[src/rtl/fecc_pkg.sv]
package fecc_pkg;
  typedef enum logic [1:0] {
    ST_IDLE = 2'd0,
    ST_SECT = 2'd1,
    ST_SCAN = 2'd2
  } fecc_state_e;

  localparam logic [3:0] CNT_UNCORR = 4'hF;
  localparam logic [7:0] ERASED_BYTE = 8'hFF;
endpackage

[src/rtl/fecc_sector_pick.sv]
module fecc_sector_pick #(
  parameter int MAX_SECTORS = 16,
  parameter int SEC_W       = 4
) (
  input  logic [MAX_SECTORS*8-1:0] stat_flat,
  input  logic [SEC_W-1:0]         sel,
  output logic [3:0]               count
);
  logic [3:0] nib [MAX_SECTORS];
  logic [MAX_SECTORS*4-1:0] unused_hi;

  // Lowest sector of a word sits in its most significant byte; count in low nibble.
  for (genvar g = 0; g < MAX_SECTORS; g++) begin : g_nib
    localparam int LSB = (g / 4) * 32 + (3 - (g % 4)) * 8;
    assign nib[g]             = stat_flat[LSB +: 4];
    assign unused_hi[g*4 +: 4] = stat_flat[LSB + 4 +: 4];
  end

  assign count = nib[sel];
endmodule

[src/rtl/fecc_accum.sv]
module fecc_accum #(
  parameter int CORR_W = 16
) (
  input  logic              clk,
  input  logic              rst_n,
  input  logic              clr_max,
  input  logic              acc_en,
  input  logic [3:0]        count,
  output logic [CORR_W-1:0] corr_total,
  output logic [3:0]        max_flips
);
  logic [CORR_W-1:0] corr_d;
  logic [3:0]        max_d;
  logic              corr_en;
  logic              max_en;

  always_comb begin
    corr_en = acc_en;
    corr_d  = corr_total + CORR_W'(count);
    max_en  = clr_max || (acc_en && (count > max_flips));
    max_d   = clr_max ? 4'd0 : count;
  end

  always_ff @(posedge clk or negedge rst_n) begin
    if (!rst_n) begin
      corr_total <= '0;
      max_flips  <= '0;
    end else begin
      if (corr_en) corr_total <= corr_d;
      if (max_en)  max_flips  <= max_d;
    end
  end
endmodule

[src/rtl/fecc_blank_scan.sv]
module fecc_blank_scan #(
  parameter int ADDR_W  = 15,
  parameter int ECC_OFS = 8
) (
  input  logic              clk,
  input  logic              rst_n,
  input  logic              go,
  input  logic [ADDR_W-1:0] base,
  input  logic [ADDR_W-1:0] page_bytes,
  input  logic [ADDR_W-1:0] total,
  input  logic [7:0]        rdata,
  output logic              rd_en,
  output logic [ADDR_W-1:0] addr,
  output logic              fin,
  output logic              dirty
);
  import fecc_pkg::*;

  logic              active_q, active_d;
  logic              pend_q,   pend_d;
  logic [ADDR_W-1:0] idx_q,    idx_d;
  logic              at_end;
  logic              mismatch;

  always_comb begin
    at_end   = (idx_q == total);
    mismatch = active_q && pend_q && (rdata != ERASED_BYTE);
    rd_en    = active_q && !at_end && !mismatch;
    fin      = active_q && (mismatch || at_end);
    dirty    = mismatch;
    addr     = base + idx_q + ((idx_q >= page_bytes) ? ADDR_W'(ECC_OFS) : '0);
  end

  always_comb begin
    active_d = active_q;
    pend_d   = pend_q;
    idx_d    = idx_q;
    if (go) begin
      active_d = 1'b1;
      pend_d   = 1'b0;
      idx_d    = '0;
    end else if (active_q) begin
      if (fin) begin
        active_d = 1'b0;
        pend_d   = 1'b0;
      end else begin
        pend_d = rd_en;
        idx_d  = idx_q + ADDR_W'(rd_en);
      end
    end
  end

  always_ff @(posedge clk or negedge rst_n) begin
    if (!rst_n) begin
      active_q <= 1'b0;
      pend_q   <= 1'b0;
      idx_q    <= '0;
    end else begin
      active_q <= active_d;
      pend_q   <= pend_d;
      idx_q    <= idx_d;
    end
  end
endmodule

[src/rtl/flash_ecc_eval.sv]
module flash_ecc_eval #(
  parameter int SECT_BYTES  = 512,
  parameter int MAX_SECTORS = 16,
  parameter int BUF_W       = 4,
  parameter int STEP_W      = 4,
  parameter int ADDR_W      = 15,
  parameter int CORR_W      = 16,
  parameter int ECC_OFS     = 8,
  parameter int ECC_LO      = 8,
  parameter int ECC_HI      = 16
) (
  input  logic                     clk,
  input  logic                     rst_n,
  input  logic                     start,
  input  logic [BUF_W-1:0]         buf_sel,
  input  logic [STEP_W-1:0]        sect_count,
  input  logic                     strong_ecc,
  input  logic [MAX_SECTORS*8-1:0] ecc_stat,
  output logic                     mem_rd_en,
  output logic [ADDR_W-1:0]        mem_addr,
  input  logic [7:0]               mem_rdata,
  output logic                     done,
  output logic                     uncorrectable,
  output logic [3:0]               max_flips,
  output logic [CORR_W-1:0]        corr_total
);
  import fecc_pkg::*;

  localparam int SEC_W = (MAX_SECTORS > 1) ? $clog2(MAX_SECTORS) : 1;

  fecc_state_e       state_q, state_d;
  logic [SEC_W-1:0]  cur_sec_q, cur_sec_d;
  logic [STEP_W-1:0] left_q, left_d;
  logic [BUF_W-1:0]  buf_q;
  logic [STEP_W-1:0] steps_q;
  logic              str8_q;
  logic              unc_q, unc_d;
  logic              done_q, done_d;
  logic              cfg_ld, sec_en;
  logic              clr_max, acc_en, scan_go;
  logic              busy;

  logic [3:0]        sec_cnt;
  logic              scan_fin, scan_dirty;
  logic [ADDR_W-1:0] page_bytes, ecc_bytes, scan_total, base_addr;

  // Geometry of the latched page.
  always_comb begin
    page_bytes = ADDR_W'(steps_q) * ADDR_W'(SECT_BYTES);
    ecc_bytes  = ADDR_W'(steps_q) * (str8_q ? ADDR_W'(ECC_HI) : ADDR_W'(ECC_LO));
    scan_total = page_bytes + ecc_bytes;
    base_addr  = ADDR_W'(buf_q) * page_bytes * ADDR_W'(2);
  end

  fecc_sector_pick #(
    .MAX_SECTORS(MAX_SECTORS),
    .SEC_W      (SEC_W)
  ) u_pick (
    .stat_flat(ecc_stat),
    .sel      (cur_sec_q),
    .count    (sec_cnt)
  );

  // Next-state logic.
  always_comb begin
    state_d   = state_q;
    cur_sec_d = cur_sec_q;
    left_d    = left_q;
    unc_d     = unc_q;
    done_d    = 1'b0;
    cfg_ld    = 1'b0;
    sec_en    = 1'b0;
    clr_max   = 1'b0;
    acc_en    = 1'b0;
    scan_go   = 1'b0;
    unique case (state_q)
      ST_IDLE: begin
        if (start) begin
          state_d   = ST_SECT;
          cfg_ld    = 1'b1;
          sec_en    = 1'b1;
          cur_sec_d = SEC_W'(SEC_W'(buf_sel) * SEC_W'(sect_count));
          left_d    = sect_count - STEP_W'(1);
          unc_d     = 1'b0;
          clr_max   = 1'b1;
        end
      end
      ST_SECT: begin
        if (sec_cnt == CNT_UNCORR) begin
          state_d = ST_SCAN;
          scan_go = 1'b1;
        end else begin
          acc_en = 1'b1;
          if (left_q == '0) begin
            state_d = ST_IDLE;
            done_d  = 1'b1;
          end else begin
            sec_en    = 1'b1;
            cur_sec_d = cur_sec_q + SEC_W'(1);
            left_d    = left_q - STEP_W'(1);
          end
        end
      end
      ST_SCAN: begin
        if (scan_fin) begin
          state_d = ST_IDLE;
          unc_d   = scan_dirty;
          done_d  = 1'b1;
        end
      end
      default: state_d = ST_IDLE;
    endcase
  end

  // Registers.
  always_ff @(posedge clk or negedge rst_n) begin
    if (!rst_n) begin
      state_q   <= ST_IDLE;
      cur_sec_q <= '0;
      left_q    <= '0;
      buf_q     <= '0;
      steps_q   <= '0;
      str8_q    <= 1'b0;
      unc_q     <= 1'b0;
      done_q    <= 1'b0;
    end else begin
      state_q <= state_d;
      unc_q   <= unc_d;
      done_q  <= done_d;
      if (cfg_ld) begin
        buf_q   <= buf_sel;
        steps_q <= sect_count;
        str8_q  <= strong_ecc;
      end
      if (sec_en) begin
        cur_sec_q <= cur_sec_d;
        left_q    <= left_d;
      end
    end
  end

  fecc_accum #(
    .CORR_W(CORR_W)
  ) u_accum (
    .clk       (clk),
    .rst_n     (rst_n),
    .clr_max   (clr_max),
    .acc_en    (acc_en),
    .count     (sec_cnt),
    .corr_total(corr_total),
    .max_flips (max_flips)
  );

  fecc_blank_scan #(
    .ADDR_W (ADDR_W),
    .ECC_OFS(ECC_OFS)
  ) u_scan (
    .clk       (clk),
    .rst_n     (rst_n),
    .go        (scan_go),
    .base      (base_addr),
    .page_bytes(page_bytes),
    .total     (scan_total),
    .rdata     (mem_rdata),
    .rd_en     (mem_rd_en),
    .addr      (mem_addr),
    .fin       (scan_fin),
    .dirty     (scan_dirty)
  );

  assign busy          = (state_q != ST_IDLE);
  assign done          = done_q;
  assign uncorrectable = unc_q;
endmodule

[config.mk]
export PLATFORM = sky130hd
export DESIGN_NAME = flash_ecc_eval
export DESIGN_NICKNAME = d
export VERILOG_FILES = /design/src/rtl/fecc_pkg.sv /design/src/rtl/fecc_sector_pick.sv /design/src/rtl/fecc_accum.sv /design/src/rtl/fecc_blank_scan.sv /design/src/rtl/flash_ecc_eval.sv
export SDC_FILE = /design/constraint.sdc
export NUM_CORES = 1
export LEC_CHECK = 0
export ABC_AREA = 1
export BUFFER_PORTS_ARGS = -buffer_cell sky130_fd_sc_hd__buf_2
export CORE_ASPECT_RATIO = 0.75
export CORE_MARGIN = 2
export CORE_UTILIZATION = 45
export CTS_BUF_LIST = sky130_fd_sc_hd__clkbuf_8
export DETAILED_ROUTE_END_ITERATION = 8
export PLACE_DENSITY = 0.73
export SLEW_MARGIN = 0
export SYNTH_ARGS = -nofsm -noshare
export SYNTH_HDL_FRONTEND = slang
export SYNTH_SLANG_ARGS = --single-unit
[constraint.sdc]
create_clock -name clk -period 7.27 [get_ports clk]
set_input_delay 1.454 -clock clk [delete_from_list [all_inputs] [get_ports clk]]
set_output_delay 1.454 -clock clk [all_outputs]
set_load 0.03 [all_outputs]
==> tab_implementation.tex <==
\begin{tabular}{lr}
\hline
Metric & Value \\
\hline
\multicolumn{2}{l}{\textbf{Route}} \\
\quad Routed met1 length & 6850 µm \\
\quad Amount of wire on met3 after detailed routing & 875 µm \\
\quad Length of the first detailed-routing pass in iterations & 4 \\
\quad DRT antenna net count & 0 \\
\quad Uppermost layer routed & met4 \\
\quad Post-Route WL & 13300 µm \\
\quad Via total after detailed routing & 5253 \\
\quad Post-detailed-route DRC marker count & 0 \\
\quad Routed wire length per instance & 12.5 µm \\
\quad Via density & 4.93 \\
\quad DR iter-0 viols & 315 \\
\quad Met2 wire length & 5480 µm \\
\multicolumn{2}{l}{\textbf{STA}} \\
\quad RSZ-0062 raised after global routing & false \\
\quad Share of the clock period used by the worst path after layout & 0.731 \\
\quad Number of setup violations in the final report & 0 \\
\quad Peak Freq & 0.188 GHz \\
\quad Sum Neg Setup Slack & 0 ns \\
\quad Final number of max-transition violations & 0 \\
\quad Worst clock skew & 0.0124 ns \\
\quad Final Hold Violating Endpoints & 0 \\
\quad Worst relative slew slack & 0.486 \\
\quad Min Clock Period, post-route & 5.31 ns \\
\quad Transition time at the pin with the least slew margin & 0.771 ns \\
\multicolumn{2}{l}{\textbf{Setup path}} \\
\quad Kind of end point of the critical path & output port \\
\quad CP peak stage delay & 0.47 ns \\
\quad Cells on worst reg2reg path & 29 \\
\quad Critical Path Source Type & flip-flop \\
\quad Setup slack of the worst register-to-register path & 2.58 ns \\
\quad Ordered list of cells on the worst path & inv\_1 -> nor2\_1 -> ha\_1 -> ha\_1 -> inv\_1 -> fa\_1 -> inv\_1 -> ha\_1 -> inv\_1 -> nand2\_1 -> nand2\_1 -> nor2\_1 -> nand2\_1 -> nor2\_1 -> nand3\_1 -> nor2\_1 -> nand3\_1 -> nand3\_1 -> inv\_2 -> buf\_2 \\
\quad Worst-path fanout max & 14 \\
\quad RR Endpoint & u\_scan.idx\_q[13] \\
\quad Dominant delay contributor by cell family on the critical path & adder cells \\
\quad Max stage delay cell, worst path & sky130\_fd\_sc\_hd\_\_fa\_1 \\
\quad Worst Setup SP & steps\_q[3] \\
\quad Worst Path Required & 5.82 ns \\
\quad Reg-to-Reg Start & steps\_q[3] \\
\quad Crit path buf inv count & 6 \\
\quad Worst setup path category & reg2out \\
\quad Data arrival at the endpoint of the critical path & 3.86 ns \\
\multicolumn{2}{l}{\textbf{Worst hold path}} \\
\quad WHS Path Cells & 2 \\
\quad Startpoint of the most critical hold path & uncorrectable \\
\quad Worst min-delay path category & reg2reg \\
\quad Hold worst-path end & uncorrectable \\
\multicolumn{2}{l}{\textbf{Pwr}} \\
\quad Design internal power & 1.23 mW \\
\quad Maximum vdd drop & 254 µV \\
\quad Proportion of power drawn by the clock network & 0.135 \\
\quad Share of power burned in combinational logic & 0.634 \\
\quad Switching power total & 1.38 mW \\
\quad Fraction of power spent switching nets & 0.529 \\
\quad Pwr per Cell Area & 419 nW/µm² \\
\quad Static leakage & 3.50 nW \\
\quad Sequential share of power & 0.231 \\
\multicolumn{2}{l}{\textbf{Synthesis}} \\
\quad Number of instances in the synthesized netlist & 795 \\
\quad Netlist Area Pre-Place & 5380 µm² \\
\quad Fraction of synthesized cell area taken by the top area cell type & 0.270 \\
\quad Per-instance average area after synthesis & 6.76 µm² \\
\quad Count of yosys warnings during synthesis & 0 \\
\quad Number of different library cells in the post-synthesis netlist & 37 \\
\quad Yosys top cell by area & sky130\_fd\_sc\_hd\_\_dfrtp\_1 \\
\quad Part of the Yosys area used for sequential elements & 0.270 \\
\quad Synth top area cells & sky130\_fd\_sc\_hd\_\_dfrtp\_1 27\%, sky130\_fd\_sc\_hd\_\_nand2\_1 16\%, sky130\_fd\_sc\_hd\_\_ha\_1 9.8\% \\
\quad Synthesized flop and latch total & 58 \\
\quad Number of nets produced by synthesis & 990 \\
\multicolumn{2}{l}{\textbf{CTS}} \\
\quad Count of H-tree levels built during CTS & 3 \\
\quad Clock-pin slew reported for the worst setup and hold paths after clock tree synthesis & 0.07 ns \\
\quad Hold-fix buffer count after cts & 0 \\
\quad Clock tree from TritonCTS & yes \\
\quad Largest buffer count on any clock path & 2 \\
\quad Number of CTS-inserted buffers & 9 \\
\quad Quantity of gates resized following cts & 0 \\
\quad Insertion delay of the later-clocked pin in the worst-skew pair & 0.35 ns \\
\quad Clk sinks & 58 \\
\quad Clock root buffer & sky130\_fd\_sc\_hd\_\_clkbuf\_8 \\
\quad Setup repair bufs after CTS & 0 \\
\multicolumn{2}{l}{\textbf{Floorplanning}} \\
\quad Number of core rows & 34 \\
\quad \# IOs & 186 \\
\quad Core area & 11600 µm² \\
\quad Die X & 130 µm \\
\quad Die Height & 98.7 µm \\
\quad Initial core utilization & 0.463 \\
\quad Die area & 12800 µm² \\
\multicolumn{2}{l}{\textbf{Global routing}} \\
\quad Pin count of the biggest net entering global routing & 59 \\
\quad Number of antenna violations at the first check in global routing & 1 \\
\quad Via count of the first global-routing pass & 4705 \\
\quad Overall track demand over capacity in global routing & 0.216 \\
\quad Grt total ovfl & 0 \\
\quad Global-route wire length before repair & 22400 µm \\
\multicolumn{2}{l}{\textbf{Placement}} \\
\quad Quantity of I/O buffers inserted on ports & 121 \\
\quad DP Wirelength & 10200 µm \\
\quad Final GP Congestion & 0.857 \\
\multicolumn{2}{l}{\textbf{Outcome}} \\
\quad Result of the run & completed \\
\multicolumn{2}{l}{\textbf{Final layout}} \\
\quad Layout Utilization & 0.537 \\
\quad Layout-stage area growth over the synthesis result & 16.1\% \\
\quad Share of layout cells above drive strength 1 & 0.175 \\
\quad Total of fill cells in the finished design & 1198 \\
\quad Most common cell after layout, fill and taps aside & sky130\_fd\_sc\_hd\_\_nand2\_1 \\
\quad Ant diodes & 0 \\
\quad Layout net count & 1094 \\
\quad Most frequent cells in the layout & 234 x sky130\_fd\_sc\_hd\_\_nand2\_1, 121 x sky130\_fd\_sc\_hd\_\_buf\_2, 103 x sky130\_fd\_sc\_hd\_\_inv\_1, 72 x sky130\_fd\_sc\_hd\_\_nor2\_1, 68 x sky130\_fd\_sc\_hd\_\_nand3\_1 \\
\multicolumn{2}{l}{\textbf{Run}} \\
\quad Number of maximum-capacitance constraint violations & 0 \\
\hline
\end{tabular}
## flip-flops by register name (all words and copies together), names as in the netlist
name                flops
buf_q                   4
cur_sec_q               4
done                    1
left_q                  4
state_q                 2
steps_q                 4
str8_q                  1
u_accum.corr_total     16
u_accum.max_flips       4
u_scan.active_q         1
u_scan.idx_q           15
u_scan.pend_q           1
uncorrectable           1
## per-layer routing
layer,global-route usage,vias up
met4,0.0463,0
met2,0.314,136
met1,0.329,2369
met5,0,-
met3,0.0461,8
li1,-,2740
## metrics by stage
step           power [mW]  cells  cell area (µm²)  hold WS, ns  setup slack (ns)
3_5_place_dp         2.27   1050             6000        0.464              2.32
3_3_place_gp         2.23   1050             6000        0.457              2.32
6_report             2.62   1066             6240        0.484              1.96
2_1_floorplan        1.93    795             5380        0.467              2.65
5_1_grt              2.90   1066             6240        0.535              1.60
4_1_cts              2.63   1066             6240        0.491              1.94
## layout make-up
| cell class | instances | area (µm²) | share of cell area |
|---|---|---|---|
| tap | 162 | 203 | 0.0325 |
| clock buffer | 12 | 165 | 0.0265 |
| timing repair buffer | 123 | 621 | 0.0994 |
| multi-input combinational | 599 | 3320 | 0.531 |
| sequential | 58 | 1450 | 0.233 |
| clock inverter | 4 | 72.6 | 0.0116 |
| inverter | 108 | 413 | 0.0662 |
## cell families (layout without fill, tap and decap cells)
| logic type | count (synthesis) | count (layout) | synth area share |
|---|---|---|---|
| fa+ha+maj | 47 | 47 | 0.116 |
| mux | 2 | 2 | 0.00372 |
| simple gates | 420 | 420 | 0.334 |
| xor+xnor | 48 | 48 | 0.0782 |
| flops | 58 | 58 | 0.270 |
| compound gates | 81 | 81 | 0.0843 |
| buf+inv | 138 | 247 | 0.113 |
| other cells | 1 | 1 | 0.000698 |
## worst max path at each step
stage	cells past startpoint	to	slack [ns]
CTS	19	mem_rd_en	1.94
global route	19	mem_rd_en	1.60
global placement	19	mem_rd_en	2.32
finish	20	mem_rd_en	1.96
floorplan	12	mem_addr[14]	2.65
detailed placement	20	mem_rd_en	2.32
## worst min-delay path: stages, from the launching register on
cell and delay, ns:
sky130_fd_sc_hd__dfrtp_1 0.35, sky130_fd_sc_hd__nand2_1 0.05, sky130_fd_sc_hd__nand2_1 0.05
## synthesized netlist by cell type (all sizes together)
cell type and instances:
nand2 243, inv 107, nor2 75, nand3 68, dfrtp 58, o21ai 51, ha 42, xor2 31
buf 24, xnor2 17, nand4 15, a21oi 11, nor3 10, o211ai 10, clkbuf 6, nor4 6
fa 5, a22oi 3, a21boi 2, mux2i 2, o21bai 2, or2 2, a31oi 1, a32oi 1
clkinv 1, conb 1, nand3b 1
## power groups by stage
stage          Combinational, mW  Clock (mW)  Sequential (mW)
2_1_floorplan               1.34           0            0.589
3_3_place_gp                1.62           0            0.605
3_5_place_dp                1.66           0            0.605
4_1_cts                     1.67       0.363            0.601
5_1_grt                     1.90       0.377            0.627
6_report                    1.66       0.354            0.603
(Power assumes the default switching activity.)
